<file path="src/rtl/flash_seq_pkg.sv">
package flash_seq_pkg;

    typedef enum logic [2:0] {
        OP_SECTOR = 3'd0,
        OP_BLOCK  = 3'd1,
        OP_CHIP   = 3'd2,
        OP_BYTE   = 3'd3,
        OP_UNPROT = 3'd4
    } op_e;

    typedef enum logic [3:0] {
        S_IDLE,
        S_STAT,
        S_WE_SR,
        S_WRSR,
        S_WE,
        S_CMD,
        S_WAIT,
        S_POLL,
        S_DONE
    } state_e;

    localparam logic [7:0] CMD_WREN   = 8'h06;
    localparam logic [7:0] CMD_RDSR   = 8'h05;
    localparam logic [7:0] CMD_WRSR   = 8'h01;
    localparam logic [7:0] CMD_SECTOR = 8'h20;
    localparam logic [7:0] CMD_BLOCK  = 8'hD8;
    localparam logic [7:0] CMD_CHIP   = 8'hC7;
    localparam logic [7:0] CMD_PROG   = 8'h02;
    localparam logic [7:0] PROT_MASK  = 8'h3C;

endpackage

</file>
<file path="src/rtl/seq_frame_build.sv">
module seq_frame_build
    import flash_seq_pkg::*;
(
    input  state_e      st,
    input  op_e         op,
    input  logic [23:0] addr,
    input  logic [7:0]  data,
    input  logic [7:0]  stat,
    output logic [39:0] tx,
    output logic [2:0]  tx_len,
    output logic [1:0]  rx_len
);

    logic [23:0] addr_wire;

    // address bytes in wire order: most significant goes out first
    assign addr_wire = {addr[7:0], addr[15:8], addr[23:16]};

    always_comb begin
        tx     = '0;
        tx_len = 3'd0;
        rx_len = 2'd0;
        unique case (st)
            S_STAT, S_POLL: begin
                tx     = {32'h0, CMD_RDSR};
                tx_len = 3'd1;
                rx_len = 2'd1;
            end
            S_WE_SR, S_WE: begin
                tx     = {32'h0, CMD_WREN};
                tx_len = 3'd1;
            end
            S_WRSR: begin
                tx     = {24'h0, stat & ~PROT_MASK, CMD_WRSR};
                tx_len = 3'd2;
            end
            S_CMD: begin
                unique case (op)
                    OP_SECTOR: begin
                        tx     = {8'h00, addr_wire, CMD_SECTOR};
                        tx_len = 3'd4;
                    end
                    OP_BLOCK: begin
                        tx     = {8'h00, addr_wire, CMD_BLOCK};
                        tx_len = 3'd4;
                    end
                    OP_CHIP: begin
                        tx     = {32'h0, CMD_CHIP};
                        tx_len = 3'd1;
                    end
                    OP_BYTE: begin
                        tx     = {data, addr_wire, CMD_PROG};
                        tx_len = 3'd5;
                    end
                    default: begin
                        tx     = '0;
                        tx_len = 3'd0;
                    end
                endcase
            end
            default: begin
                tx     = '0;
                tx_len = 3'd0;
            end
        endcase
    end

endmodule

</file>
<file path="src/rtl/seq_pace.sv">
module seq_pace
    import flash_seq_pkg::*;
#(
    parameter int unsigned T_CHIP     = 100_000_000,
    parameter int unsigned T_BLOCK    = 10_000_000,
    parameter int unsigned T_SECTOR   = 1_000_000,
    parameter int unsigned T_BYTE     = 500,
    parameter int unsigned POLL_LIMIT = 200
) (
    input  logic clk,
    input  logic rst_n,
    input  op_e  op,
    input  logic waiting,
    input  logic restart,
    input  logic busy_seen,
    output logic interval_hit,
    output logic limit_hit
);

    localparam int unsigned PW = $clog2(POLL_LIMIT + 1);

    logic [31:0]   interval;
    logic [31:0]   tick_q;
    logic [PW-1:0] polls_q;

    always_comb begin
        unique case (op)
            OP_CHIP:   interval = T_CHIP;
            OP_BLOCK:  interval = T_BLOCK;
            OP_SECTOR: interval = T_SECTOR;
            default:   interval = T_BYTE;
        endcase
    end

    assign interval_hit = waiting && (tick_q == interval - 32'd1);
    assign limit_hit    = busy_seen && (polls_q == PW'(POLL_LIMIT - 1));

    always_ff @(posedge clk or negedge rst_n) begin
        if (!rst_n) begin
            tick_q  <= '0;
            polls_q <= '0;
        end else begin
            tick_q <= waiting ? tick_q + 32'd1 : 32'd0;
            if (restart)
                polls_q <= '0;
            else if (busy_seen)
                polls_q <= polls_q + PW'(1);
        end
    end


    tick_bound_chk: assert property (@(posedge clk) disable iff (!rst_n)
        waiting |-> (tick_q < interval));


    poll_bound_chk: assert property (@(posedge clk) disable iff (!rst_n)
        polls_q <= PW'(POLL_LIMIT));

endmodule

</file>
<file path="src/rtl/flash_op_sequencer.sv">
module flash_op_sequencer
    import flash_seq_pkg::*;
#(
    parameter int unsigned T_CHIP     = 100_000_000,
    parameter int unsigned T_BLOCK    = 10_000_000,
    parameter int unsigned T_SECTOR   = 1_000_000,
    parameter int unsigned T_BYTE     = 500,
    parameter int unsigned POLL_LIMIT = 200
) (
    input  logic        clk,
    input  logic        rst_n,
    input  logic        req_valid,
    input  logic [2:0]  req_op,
    input  logic [23:0] req_addr,
    input  logic [7:0]  req_data,
    output logic        req_ready,
    output logic        done,
    output logic        error,
    output logic        txn_start,
    output logic [2:0]  txn_tx_len,
    output logic [1:0]  txn_rx_len,
    output logic [39:0] txn_tx_bytes,
    input  logic        txn_done,
    input  logic [7:0]  txn_rx_byte
);

    state_e      state_q, state_n;
    op_e         op_q;
    logic [23:0] addr_q;
    logic [7:0]  data_q;
    logic [7:0]  stat_q;
    logic        err_q, err_n;
    logic        issued_q;
    logic        in_txn;
    logic        accept;
    logic        op_known;
    logic        protected_rx;
    logic        busy_seen;
    logic        interval_hit;
    logic        limit_hit;

    assign accept       = req_valid && (state_q == S_IDLE);
    assign op_known     = (req_op <= 3'd4);
    assign protected_rx = |(txn_rx_byte & PROT_MASK);
    assign busy_seen    = (state_q == S_POLL) && txn_done && txn_rx_byte[0];

    // next state
    always_comb begin
        state_n = state_q;
        err_n   = err_q;
        unique case (state_q)
            S_IDLE: begin
                if (req_valid) begin
                    err_n = 1'b0;
                    if (!op_known) begin
                        err_n   = 1'b1;
                        state_n = S_DONE;
                    end else if (req_op == OP_CHIP || req_op == OP_UNPROT) begin
                        state_n = S_STAT;
                    end else begin
                        state_n = S_WE;
                    end
                end
            end
            S_STAT: begin
                if (txn_done) begin
                    if (protected_rx)
                        state_n = S_WE_SR;
                    else if (op_q == OP_CHIP)
                        state_n = S_WE;
                    else
                        state_n = S_DONE;
                end
            end
            S_WE_SR: if (txn_done) state_n = S_WRSR;
            S_WRSR: begin
                if (txn_done)
                    state_n = (op_q == OP_CHIP) ? S_WE : S_DONE;
            end
            S_WE:   if (txn_done) state_n = S_CMD;
            S_CMD:  if (txn_done) state_n = S_WAIT;
            S_WAIT: if (interval_hit) state_n = S_POLL;
            S_POLL: begin
                if (txn_done) begin
                    if (!txn_rx_byte[0]) begin
                        state_n = S_DONE;
                    end else if (limit_hit) begin
                        err_n   = 1'b1;
                        state_n = S_DONE;
                    end else begin
                        state_n = S_WAIT;
                    end
                end
            end
            S_DONE:  state_n = S_IDLE;
            default: state_n = S_IDLE;
        endcase
    end

    // state and context registers
    always_ff @(posedge clk or negedge rst_n) begin
        if (!rst_n) begin
            state_q  <= S_IDLE;
            op_q     <= OP_SECTOR;
            addr_q   <= '0;
            data_q   <= '0;
            stat_q   <= '0;
            err_q    <= 1'b0;
            issued_q <= 1'b0;
        end else begin
            state_q <= state_n;
            err_q   <= err_n;
            if (accept) begin
                op_q   <= op_known ? op_e'(req_op) : OP_SECTOR;
                addr_q <= req_addr;
                data_q <= req_data;
            end
            if (state_q == S_STAT && txn_done)
                stat_q <= txn_rx_byte;
            if (txn_done)
                issued_q <= 1'b0;
            else if (txn_start)
                issued_q <= 1'b1;
        end
    end

    // outputs
    always_comb begin
        in_txn = 1'b0;
        unique case (state_q)
            S_STAT, S_WE_SR, S_WRSR, S_WE, S_CMD, S_POLL: in_txn = 1'b1;
            default: in_txn = 1'b0;
        endcase
        req_ready = (state_q == S_IDLE);
        done      = (state_q == S_DONE);
        error     = (state_q == S_DONE) && err_q;
        txn_start = in_txn && !issued_q;
    end

    seq_frame_build i_frame (
        .st     (state_q),
        .op     (op_q),
        .addr   (addr_q),
        .data   (data_q),
        .stat   (stat_q),
        .tx     (txn_tx_bytes),
        .tx_len (txn_tx_len),
        .rx_len (txn_rx_len)
    );

    seq_pace #(
        .T_CHIP     (T_CHIP),
        .T_BLOCK    (T_BLOCK),
        .T_SECTOR   (T_SECTOR),
        .T_BYTE     (T_BYTE),
        .POLL_LIMIT (POLL_LIMIT)
    ) i_pace (
        .clk          (clk),
        .rst_n        (rst_n),
        .op           (op_q),
        .waiting      (state_q == S_WAIT),
        .restart      (accept),
        .busy_seen    (busy_seen),
        .interval_hit (interval_hit),
        .limit_hit    (limit_hit)
    );

    // guard: the previous transaction started was a write enable
    logic last_was_wren_q;
    always_ff @(posedge clk or negedge rst_n) begin
        if (!rst_n)
            last_was_wren_q <= 1'b0;
        else if (txn_start)
            last_was_wren_q <= (txn_tx_bytes[7:0] == CMD_WREN);
    end


    wren_first_chk: assert property (@(posedge clk) disable iff (!rst_n)
        (txn_start && (txn_tx_bytes[7:0] == CMD_SECTOR || txn_tx_bytes[7:0] == CMD_BLOCK ||
                       txn_tx_bytes[7:0] == CMD_CHIP   || txn_tx_bytes[7:0] == CMD_PROG  ||
                       txn_tx_bytes[7:0] == CMD_WRSR)) |-> last_was_wren_q);


    unprot_clear_chk: assert property (@(posedge clk) disable iff (!rst_n)
        (txn_start && txn_tx_bytes[7:0] == CMD_WRSR) |-> (txn_tx_bytes[13:10] == 4'b0000));


    done_pulse_chk: assert property (@(posedge clk) disable iff (!rst_n)
        done |=> (!done && req_ready));


    error_with_done_chk: assert property (@(posedge clk) disable iff (!rst_n)
        error |-> done);


    start_pulse_chk: assert property (@(posedge clk) disable iff (!rst_n)
        txn_start |=> !txn_start);

endmodule

</file>
<file path="config.mk">
export PLATFORM = sky130hd
export DESIGN_NAME = flash_op_sequencer
export DESIGN_NICKNAME = d
export VERILOG_FILES = /design/src/rtl/flash_seq_pkg.sv /design/src/rtl/seq_frame_build.sv /design/src/rtl/seq_pace.sv /design/src/rtl/flash_op_sequencer.sv
export SDC_FILE = /design/constraint.sdc
export NUM_CORES = 1
export LEC_CHECK = 0
export BUFFER_PORTS_ARGS = -buffer_cell sky130_fd_sc_hd__buf_4
export CAP_MARGIN = 15
export CORE_UTILIZATION = 45
export DETAILED_ROUTE_END_ITERATION = 12
export PLACE_DENSITY = 0.8
export SYNTH_ARGS = -nofsm -noshare
export SYNTH_HDL_FRONTEND = slang
export SYNTH_SLANG_ARGS = --single-unit
</file>
<file path="constraint.sdc">
create_clock -name clk -period 2.2 [get_ports clk]
set_input_delay 0.55 -clock clk [delete_from_list [all_inputs] [get_ports clk]]
set_output_delay 0.55 -clock clk [all_outputs]
set_load 0.1 [all_outputs]
</file>
# --- Word-level counts from Yosys, hierarchy flattened ---
# Index checks and enable logic that the tools add are counted.
totals:
  wordCells: 95
  mem_count: 0
  output_inout_bits: 49
  mem_bits_rw: 0
  latch_bits: 0
  input_bits: 47
  register_bits: 89
  romBits: 0
classes:
  n_reduce_logical: 23
  shift: 0
  n_mul: 0
  n_addsub: 3
  order_cmp: 1
  bitwise_logic: 0
  mux: 34
  div: 0
  n_eq_ne: 25
ops:
  columns: ["op", "count"]
  rows:
  - ["40-bit case mux with 4 select lines", 2]
  - ["27-bit case mux with 3 select lines", 1]
  - ["4-bit 2-to-1 mux", 13]
  - ["32-bit by 1-bit adder with 32-bit output (second input constant)", 1]
  - ["32-bit == test", 1]
  - ["32-bit 2-to-1 mux", 1]
  - ["4-bit case mux with 8 select lines", 1]
  - ["27-bit by 1-bit subtractor with 28-bit output (second input constant)", 1]
  - ["2-bit != test (second input constant)", 9]
  - ["3-bit case mux with 3 select lines", 2]
  - ["4-bit by 3-bit == test with 1-bit output (second input constant)", 4]
  - ["8-bit 2-to-1 mux", 2]
  - ["3-bit by 2-bit == test with 1-bit output (second input constant)", 3]
  - ["1-bit 2-to-1 mux", 9]
  - ["8-bit by 1-bit adder with 8-bit output (second input constant)", 1]
  - ["4-bit by 2-bit == test with 1-bit output (second input constant)", 2]
  - ["8-bit == test (second input constant)", 1]
  - ["1-bit logical AND", 8]
  - ["8-bit AND reduction", 1]
  - ["4-bit OR reduction", 2]
  - ["3-bit 2-to-1 mux", 2]
  - ["2-bit nonzero test", 3]
  - ["2-bit OR reduction", 3]
  - ["6-bit OR reduction", 1]
  - ["other kinds (12)", 12]

# --- Depth between registers and ports, before layout ---
depth:
  word_depth: 8
  ltp_mapped: 7
  depth_no_buf: 6

# --- Cells and area by module ---
# From an unflattened synthesis, not the netlist that was laid out.
hier_totals:
  hier_cells: 552
  area_unflattened_um2: 4978.5
modules_own_cells:
  columns: ["module", "area_per_inst_um2", "cells_per_inst", "instances", "seq_area_each_um2"]
  rows:
  - ["seq_pace", 2383.5, 255, 1, 1001.0]
  - ["flash_op_sequencer", 2133.3, 230, 1, 1226.2]
  - ["seq_frame_build", 461.7, 67, 1, 0.0]

# --- Least setup slack after synthesis ---
# No wires, ideal clock.
synth_path:
  path_kind: "reg2out"
  from: "register state_q[2]"
  to: "output port error"
  path_stages_with_launch: 5
  t_required_ns: 1.650
  arrival_time_ns: 4.995
  path_slack_ns: -3.345
  n_path_buf: 2
  path_cell_list: "dfrtp_1 clkbuf_1 buf_1 nor4b_1 and2_1"
synth_via:
  elab_chain_cells: 2
synth_rtl:
  columns: ["element", "line", "source"]
  rows:
  - ["start: declaration", "flash_op_sequencer.sv:27", "state_e state_q, state_n;"]
  - ["start signal: assignment", "flash_op_sequencer.sv:111", "state_q <= state_n;"]
  - ["4-bit == test", null, null]
  - ["net done", "flash_op_sequencer.sv:17", "output logic done,"]
  - ["1-bit logical AND", "flash_op_sequencer.sv:136", "error = (state_q == S_DONE) && err_q;"]
  - ["end: declaration", "flash_op_sequencer.sv:18", "output logic error,"]
# The timed path passes the listed nets, and every way through them passes these cells.

# --- Final worst setup path ---
layout_path:
  from: "register state_q[1]"
  to: "output port txn_tx_bytes[9]"
layout_via:
  elab_chain_cells: 3
  elab_cells_between_ends: 9
  cone_classes: "eq/ne (6); mux (1); reduce/logical (2)"
layout_rtl:
  columns: ["element", "line", "source"]
  rows:
  - ["4-bit by 2-bit == test with 1-bit output (tied with other cells)", "seq_frame_build.sv:23", "unique case (st)"]
  - ["2-bit OR reduction", null, null]
  - ["40-bit case mux with 4 select lines *", "seq_frame_build.sv:23", null]
  - ["end: declaration", "flash_op_sequencer.sv:22", "output logic [39:0] txn_tx_bytes,"]
# Every way passes the cells marked *; elsewhere a longest branch is shown, timed or not.

==> results.ini <==
[layout]
area_growth_pct = 46.8
fin_nets = 706
final_common_cell = nand2_1
n_antenna_cell = 0
final_cell_mix = nand2_1 (124), dfrtp_1 (83), buf_4 (73)
drive_gt1_share_pct = 33.2
final_cell_area_um2 = 6810

[critical_path]
cp_max_fo = 25
end_kind = output pin
path_class = reg -> out
cp.required_ps = 1650
worst_ep_arrival_time_ps = 2030
start_kind = flip-flop

[synthesis]
yosysWarningCount = 0
synth_cell_types = 58
synth_async_sr_flop_share_pct = 100
synth.top_cells.by_area = dfrtp_1 (46%), nand2_1 (10%), nor2_1 (5.3%)
synth_ff_type = dfrtp_1
synth_edf_count = 0
synth_largest_area_cell = dfrtp_1
yosysTopAreaCellShare_pct = 45.8
syn_nets = 596
ys_ff_latch = 85
ys_seq_area_share_pct = 45.8
syn-instance-count = 547
syn_area_um2 = 4640
synth_area_per_cell_um2 = 8.48

[timing]
hold_violations = 0
whs_ps = 50.0
clock-skew-final_ps = 9.56
max_freq_ghz = 0.387
relSlewSlack_pct = 62.7
setup-violations-final = 44
finalCritPeriodShare_pct = 117
grt_setup_unrepaired = true
fin_crit_ps = 2580
slew_violations = 0
worst_slack_ps = -384
worstMarginPinSlew_ps = 556

[clock_network]
cts.clk_slew.worst_paths_ps = 90
cts_buffers = 9
cts_sinks = 85
clk_latency_ps = 380
cts_htree_levels = 3
cts_tree = done
clockBufferDepth = 2
cts_root_buf = clkbuf_8

[outcome]
violations = setup timing
outcome = finished with violations

[global_route]
grt_overflow = 0
grt_pass1_vias = 4426
grt_max_degree = 43
grt_pass1_wl_um = 22700
grt.total_usage_pct = 26.8
antenna_found_initial = 0

[route]
drtIter0Drc = 315
ant_nets = 0
drc = 0
via_count = 4515
wire_per_inst_um = 17.8
viasPerCell = 5.68
firstDrtPassIters = 5
drt_wl_total_um = 14100

[placed_design]
gp_congestion = 0.909
postPlaceCellArea_um2 = 5830
dp_hpwl_um = 8530
port_buffers = 94
place_ws_ps = -41.5

[floorplanning]
io_pins = 96
core_area_um2 = 9860
dieArea_um2 = 10700
die_w_um = 104
start_util_pct = 47.0
row_count = 36
fp.dieH_um = 104

[power_and_ir_drop]
peakVddDrop_uv = 1510
leakagePower_nw = 3.03
switching_power_mw = 4.37
p_int_mw = 4.54
clock_power_share_pct = 13.6
power_frac_comb_pct = 60.7
switching_share_pct = 49.0
p_seq_share_pct = 25.8
p_per_area_nw_per_um2 = 1310
power_mw = 8.90

[hold_path]
hold_class = in -> async

[job]
cap_viol_max_count = 0

[kinds of logic (layout without fill, tap and decap cells)]
group | count (synthesis) | after routing | share of synthesized area, %
AOI/OAI and AO/OA | 58 | 58 | 8.71
xor gates and xnor gates | 37 | 37 | 6.98
adders and majority gates | 2 | 2 | 0.539
buffers and inverters | 44 | 159 | 4.34
DFF | 85 | 85 | 45.8
muxes | 4 | 4 | 0.944
other | 1 | 1 | 0.0808
and+or+nand+nor | 316 | 316 | 32.6
[cell usage after synthesis (all sizes together) (5+ instances only)]
cell type and n:
nand4 15, or3 5, xor2 21, and2 33, xnor2 16, and3 6
nor4 14, nand2b 5, nor2 65, nor3 7, dfrtp 85, clkbuf 20
nand3 19, nand2 125, inv 10, o21ai 12, a21oi 16, o31ai 5
buf 14
[per-layer routing]
metal	track usage [%]	wire, um	share of wire, %
met1	33.1	5710	40
met2	44.4	7190	51
met3	5.98	749	5.3
met4	12.7	496	3.5
met5	0	0	0
[final cells by class]
class                           count  area (um2)
Clock inverter                      7        87.6
Tap cell                          133         166
Fill cell                         651        3050
Timing Repair Buffer              133        1650
Clock buffer                        9         124
Sequential cell                    85        2130
Inverter                           10        37.5
Multi-Input combinational cell    418        2620
[repair_timing]
item                       4_1_cts  5_1_grt
pin swaps                       13        7
gates cloned                     0        1
hold buffers                     0        0
gates resized for setup        133       21
setup endpoints to repair       48       48
setup buffers                    7        6
[final timing paths]
kind,slack [ps],start,depth (start not counted),end
hold / removal,50,rst_n,1,i_pace.tick_q[1]
setup reg to reg,120,op_q[2],6,state_q[0]
setup / recovery,-380,state_q[1],7,txn_tx_bytes[9]
max in group asynchronous,1510,rst_n,2,state_q[1]
min in group clk,360,req_addr[21],3,addr_q[21]
hold reg to reg,490,addr_q[9],2,addr_q[9]
[critical path: stages (launching register included)]
cell and delay [ps]:
dfrtp_2 460, nor2b_4 150, nand2b_4 60, or2_4 260, a21oi_4 160, buf_12 190, a22o_4 180, buf_12 180
[per-stage QoR]
stage          utilization, %  setup TNS (ps)  cells
2_1_floorplan               -          -21060    547
3_3_place_gp             59.1               0    765
3_5_place_dp             59.1            -741    765
4_1_cts                  67.4          -11310    788
5_1_grt                  69.0          -16480    795
6_report                 69.0          -13690    795
[registers in the layout, summed over array words and instances (netlist names)]
| register | flops |
|---|---|
| i_pace.tick_q | 32 |
| addr_q | 24 |
| data_q | 8 |
| i_pace.polls_q | 8 |
| stat_q | 4 |
| state_q | 4 |
| op_q | 3 |
| err_q | 1 |
| issued_q | 1 |
[power groups by stage]
stage	sequential [mW]	clock (mW)	combinational [mW]
after floorplan	2.19	0	3.67
after global placement	2.26	0	4.36
after detailed placement	2.28	0	4.47
after CTS	2.25	1.22	4.98
after global routing	2.33	1.30	5.67
final	2.29	1.21	5.40
No activity file was read; power rests on OpenSTA's default activity.
